--- config.mk ---
export PLATFORM = sky130hd
export DESIGN_NAME = mode_regfile
export DESIGN_NICKNAME = d
export VERILOG_FILES = /design/src/rtl/mode_regfile.sv
export SDC_FILE = /design/constraint.sdc
export NUM_CORES = 2
export LEC_CHECK = 0
export ABC_AREA = 1
export CELL_PAD_IN_SITES_DETAIL_PLACEMENT = 0
export CELL_PAD_IN_SITES_GLOBAL_PLACEMENT = 1
export CORE_MARGIN = 2
export CORE_UTILIZATION = 40
export DETAILED_ROUTE_END_ITERATION = 12
export GPL_TIMING_DRIVEN = 0
export PLACE_DENSITY = 0.71
export SETUP_SLACK_MARGIN = 0.4
export SYNTH_ARGS = -nofsm -noshare
export SYNTH_HDL_FRONTEND = slang
export SYNTH_SLANG_ARGS = --single-unit
--- constraint.sdc ---
create_clock -name clk -period 7.88 [get_ports clk]
set_input_delay 2.364 -clock clk [delete_from_list [all_inputs] [get_ports clk]]
set_output_delay 2.364 -clock clk [all_outputs]
set_load 0.02 [all_outputs]
--- src/rtl/mode_regfile.sv ---
module mode_regfile #(
  parameter int DW = 32
) (
  input  logic          clk,
  input  logic          rst_n,
  input  logic [4:0]    mode_req,
  input  logic          mode_chg,
  input  logic [3:0]    ra_idx,
  output logic [DW-1:0] ra_data,
  input  logic [3:0]    rb_idx,
  output logic [DW-1:0] rb_data,
  input  logic          wr_en,
  input  logic [3:0]    wr_idx,
  input  logic [DW-1:0] wr_data,
  input  logic          spsr_we,
  input  logic [DW-1:0] spsr_wdata,
  output logic [DW-1:0] spsr_rdata,
  output logic [4:0]    cur_mode
);
  localparam int NREG = 16;
  localparam int NFQ  = 7;
  localparam int NEXC = 4;

  logic [DW-1:0] com [NREG];
  logic [DW-1:0] fq  [NFQ];
  logic [DW-1:0] exc [NEXC][2];
  logic [DW-1:0] sps [NEXC+1];
  logic [4:0]    mode_q;

  function automatic logic [2:0] bank_of(input logic [4:0] m);
    case (m)
      5'h11:   return 3'd1;
      5'h12:   return 3'd2;
      5'h13:   return 3'd3;
      5'h17:   return 3'd4;
      5'h1B:   return 3'd5;
      default: return 3'd0;
    endcase
  endfunction

  logic [2:0] cur_bank, nxt_bank;
  assign cur_bank = bank_of(mode_q);
  assign nxt_bank = bank_of(mode_chg ? mode_req : mode_q);
  assign cur_mode = mode_q;

  function automatic logic [DW-1:0] pick(input logic [3:0] i, input logic [2:0] b,
                                         input logic [DW-1:0] c, input logic [DW-1:0] f,
                                         input logic [DW-1:0] e);
    if (b == 3'd1 && i >= 4'd8 && i <= 4'd14) return f;
    if (b >= 3'd2 && i >= 4'd13 && i <= 4'd14) return e;
    return c;
  endfunction

  always_comb begin
    ra_data = pick(ra_idx, cur_bank, com[ra_idx],
                   fq[(ra_idx >= 4'd8 && ra_idx <= 4'd14) ? ra_idx - 4'd8 : 4'd0],
                   exc[(cur_bank >= 3'd2) ? cur_bank - 3'd2 : 3'd0][ra_idx[0] ? 1'b0 : 1'b1]);
    rb_data = pick(rb_idx, cur_bank, com[rb_idx],
                   fq[(rb_idx >= 4'd8 && rb_idx <= 4'd14) ? rb_idx - 4'd8 : 4'd0],
                   exc[(cur_bank >= 3'd2) ? cur_bank - 3'd2 : 3'd0][rb_idx[0] ? 1'b0 : 1'b1]);
    spsr_rdata = (cur_bank == 3'd0) ? '0 : sps[cur_bank - 3'd1];
  end

  always_ff @(posedge clk) begin
    if (!rst_n) begin
      mode_q <= 5'h1F;
      for (int i = 0; i < NREG; i++) com[i] <= '0;
      for (int i = 0; i < NFQ; i++) fq[i] <= '0;
      for (int i = 0; i < NEXC; i++) begin
        exc[i][0] <= '0;
        exc[i][1] <= '0;
      end
      for (int i = 0; i <= NEXC; i++) sps[i] <= '0;
    end else begin
      if (mode_chg) mode_q <= mode_req;
      if (wr_en) begin
        if (nxt_bank == 3'd1 && wr_idx >= 4'd8 && wr_idx <= 4'd14)
          fq[wr_idx - 4'd8] <= wr_data;
        else if (nxt_bank >= 3'd2 && wr_idx >= 4'd13 && wr_idx <= 4'd14)
          exc[nxt_bank - 3'd2][wr_idx[0] ? 1'b0 : 1'b1] <= wr_data;
        else
          com[wr_idx] <= wr_data;
      end
      if (spsr_we && nxt_bank != 3'd0) sps[nxt_bank - 3'd1] <= spsr_wdata;
    end
  end

  p_mode_load_r8: assert property (@(posedge clk) disable iff (!rst_n)
    mode_chg |=> cur_mode == $past(mode_req));
  p_mode_hold_r8: assert property (@(posedge clk) disable iff (!rst_n)
    !mode_chg |=> $stable(cur_mode));
  p_no_spsr_common_r3: assert property (@(posedge clk) disable iff (!rst_n)
    (cur_mode == 5'h10 || cur_mode == 5'h1F) |-> spsr_rdata == '0);
  p_pc_unbanked_r6: assert property (@(posedge clk) disable iff (!rst_n)
    (wr_en && wr_idx == 4'hF) |=> (ra_idx != 4'hF || ra_data == $past(wr_data)));
endmodule

==> metrics.txt <==
result of the run complete, but fails checks; failing checks capacitance limit, slew limit; count of clock tree sinks around 1300; final hold violations 0; First DRT Iteration DRCs about 11000; worst path cell trace clkdlybuf4s15_2 > buf_4 > clkbuf_1 > a21oi_1 > o21ai_0 > nand3_1 > nand2_1 > a31oi_4 > nor2_1 > nor2_2 > nand2_1 > nand2_1 > dlygate4sd2_1; launch instance of the worst register-to-register path cur_mode[4]; worst slack at placement -2.03 ns; setup repair after global routing missed its margin yes; worst path setup slack after routing 0.277 ns; worst reg2reg path endpoint fq[1][3]; critical path arrival between 5 and 6 ns; fmax 132 MHz; final count of negative-setup-slack endpoints 0; Fin Hold WS just over 0.5 ns; number of I/O pins 187; reg2reg setup slack around 2.6 ns; Cell Pwr Density about 230 nW/um^2; maximum number of buffers from clock root to sink 3; CP top delay family buffers and inverters; CP max FO 10; antenna violations before repair 13; clock latency reported for the late side of the worst-skew pair 0.86 ns; overall routing resource usage 41.7%; most frequent cell after synthesis sky130_fd_sc_hd__nor2_1; routed vias between 60000 and 70000; post-synthesis instance total 7209; fin crit share a little over nine tenths; P_leak 30.3 nW; area delta synth->final 19.9%; CTS clock-pin slew for the worst setup and hold paths 0.05 ns; Yosys top cell by area sky130_fd_sc_hd__edfxtp_1; post-detailed-route wirelength per cell 36.0 microns; R2R cell count 16; Util after Layout 48.3%; dpl hpwl 255000 microns; DRT antenna net count 0; DRC violations left 0; first-pass detailed-route iteration total 8; Crit-path slowest cell sky130_fd_sc_hd__a31oi_4; Clock H-tree levels 4; CTS tree yes; mean post-synth cell area 9.08 sq um; Slew Limit Fails 88; Hold Path Sink fq[6][27]; Synth Warn # 0; depth of the worst hold-timing path 2; Initial Utilization between 40% and 50%; vias in the first global route between 50000 and 60000; Die W 409 microns; placeable core region 163000 sq um; cell types occupying the most area after synthesis sky130_fd_sc_hd__edfxtp_1 57%, sky130_fd_sc_hd__nor2_1 10%, sky130_fd_sc_hd__o21ai_0 7.2%; total chip power ~18 mW; DIE AREA ~170000 sq um; aggregate routed wire length 357000 microns; headroom to the max-slew limit -7.88%; vertical extent of the die 409 microns; Synth cell types between 40 and 50; CP Launch Point ra_idx[1]; Final Skew 0.0323 ns; worst setup path category primary input to primary output; cell area after technology mapping 65500 sq um; top cell type's share of synthesized area 57.2%; slowest cell delay on critical path 0.40 ns; GPL Wtd Cong 1.11; most used flip-flop cell after synthesis sky130_fd_sc_hd__edfxtp_1; Worst Path Required 5.52 ns; share of synthesized registers carrying an async set or reset 0%; category of the worst setup path capture point primary output; Worst Path Buf+Inv 4; flops & latches, synth 1285; number of violations of the max-capacitance limit 10; number of buffer cells added on primary ports 183; global-route wire length before repair between 400000 and 500000 microns; pin count of the biggest net entering global routing 33; Critical Path Most Common Cell sky130_fd_sc_hd__nand2_1; vias per cell 6.29; transition time of the tightest slew-check pin roughly 1.6 ns; type of element launching the critical path primary input; number of enable-type register cells in the synthesized netlist 1248; clock period minus worst slack between 7 and 8 ns; number of placement rows ~150; worst vdd ir around 0.25 mV; clock root buffer master sky130_fd_sc_hd__clkbuf_16; remaining global-route overflow 0; number of nets at the end of the flow 7715; synth cell count leaders 1740 x sky130_fd_sc_hd__nor2_1, 1248 x sky130_fd_sc_hd__edfxtp_1, 944 x sky130_fd_sc_hd__o21ai_0, 659 x sky130_fd_sc_hd__nand3_1, 657 x sky130_fd_sc_hd__nand2_1; fraction of final layout cells sized beyond drive strength 1 13.8%; source of the worst hold timing path fq[6][27]; sequential fraction of the synthesis area 58.4%; Worst Hold Class flip-flop to flip-flop; TritonCTS Buffers 152
## cells by family (layout without fill, tap and decap cells)
| kind of cell | Yosys count | count (layout) | synth area share (%) |
|---|---|---|---|
| other | 1 | 39 | 0.00573 |
| flip-flops | 1285 | 1285 | 58.4 |
| AO/OA/AOI/OAI | 1708 | 1708 | 14.5 |
| XOR/XNOR | 2 | 2 | 0.0268 |
| AND/OR/NAND/NOR | 3183 | 3183 | 20.3 |
| adder cells (fa/ha/maj) | 9 | 9 | 0.172 |
| buffers and inverters | 1021 | 1520 | 6.59 |
## tightest hold or removal path, delay by kind of cell, from the launching register on
family / cells / cell delay (ns)
and+or+nand+nor: 2 / 0.14
DFF: 1 / 0.32
## repair_timing
action,in CTS,in global routing
resized for setup,908,136
buffers inserted,6,3
endpoints found under the setup margin,96,68
pin swaps,22,21
hold buffers,0,0
## how the worst max path moves through the flow
stage	endpoint	cells after the start	slack [ns]
3_5_place_dp	ra_data[18]	11	-2.03
6_report	ra_data[15]	13	0.28
3_3_place_gp	rb_data[9]	11	-2.19
2_1_floorplan	sps[5][0]	8	1.50
5_1_grt	ra_data[15]	12	0.26
4_1_cts	ra_data[17]	13	0.22
## per-stage QoR
stage | area (sq um) | instances | setup TNS [ns]
2_1_floorplan | 65600 | 7240 | 0
3_3_place_gp | 70100 | 9598 | -190.94
3_5_place_dp | 70900 | 9631 | -96.33
4_1_cts | 78200 | 9910 | 0
5_1_grt | 78500 | 9914 | 0
6_report | 78500 | 9921 | 0
## area by class of cell
type	count	area [sq um]
Fill cell	15788	84100
Timing Repair Buffer	226	2540
Clock buffer	203	4140
Clock inverter	70	880
Sequential cell	1285	38200
Buffer	644	4130
Antenna cell	7	17.5
Multi-Input combinational cell	4934	24400
Tap cell	2175	2720
Inverter	377	1430
## placed cells by master (no fill, tap or decap), types with 24 or more instances in the layout
cell,n
sky130_fd_sc_hd__a21oi_1,371
sky130_fd_sc_hd__buf_12,27
sky130_fd_sc_hd__buf_2,79
sky130_fd_sc_hd__buf_4,52
sky130_fd_sc_hd__buf_6,70
sky130_fd_sc_hd__clkbuf_1,261
sky130_fd_sc_hd__clkbuf_16,155
sky130_fd_sc_hd__clkbuf_2,125
sky130_fd_sc_hd__clkbuf_4,60
sky130_fd_sc_hd__clkbuf_8,57
sky130_fd_sc_hd__clkdlybuf4s50_1,112
sky130_fd_sc_hd__clkinv_1,25
sky130_fd_sc_hd__conb_1,32
sky130_fd_sc_hd__dfxtp_1,37
sky130_fd_sc_hd__dlygate4sd2_1,34
sky130_fd_sc_hd__edfxtp_1,1248
sky130_fd_sc_hd__inv_1,352
sky130_fd_sc_hd__nand2_1,599
sky130_fd_sc_hd__nand2_2,57
sky130_fd_sc_hd__nand3_1,598
sky130_fd_sc_hd__nand3_2,49
sky130_fd_sc_hd__nand3_4,30
sky130_fd_sc_hd__nor2_1,1690
sky130_fd_sc_hd__nor2_2,98
sky130_fd_sc_hd__o211ai_1,197
sky130_fd_sc_hd__o21ai_0,878
sky130_fd_sc_hd__o21ai_1,53
sky130_fd_sc_hd__o21ai_2,24
sky130_fd_sc_hd__o21bai_1,35
sky130_fd_sc_hd__o221ai_1,72
## per-layer routing
layer | vias up | track usage, % | routed length [microns]
li1 | 25728 | - | -
met1 | 30695 | 54.5 | 135000
met5 | - | 0 | 87
met4 | 8 | 25.9 | 26100
met2 | 4969 | 58.0 | 145000
met3 | 966 | 15.6 | 51500
## registers in the layout (all words and copies together) (netlist names)
name and flops:
exc 256, sps 256, cur_mode 5, fq 256
com 512
## where the power goes
part | internal (mW) | total (mW) | switching, mW
logic | 0.706 | 2.94 | 2.23
clock network | 4.15 | 7.34 | 3.19
registers | 7.69 | 7.78 | 0.0876
total | 12.6 | 18.1 | 5.51
(Power assumes the default switching activity.)
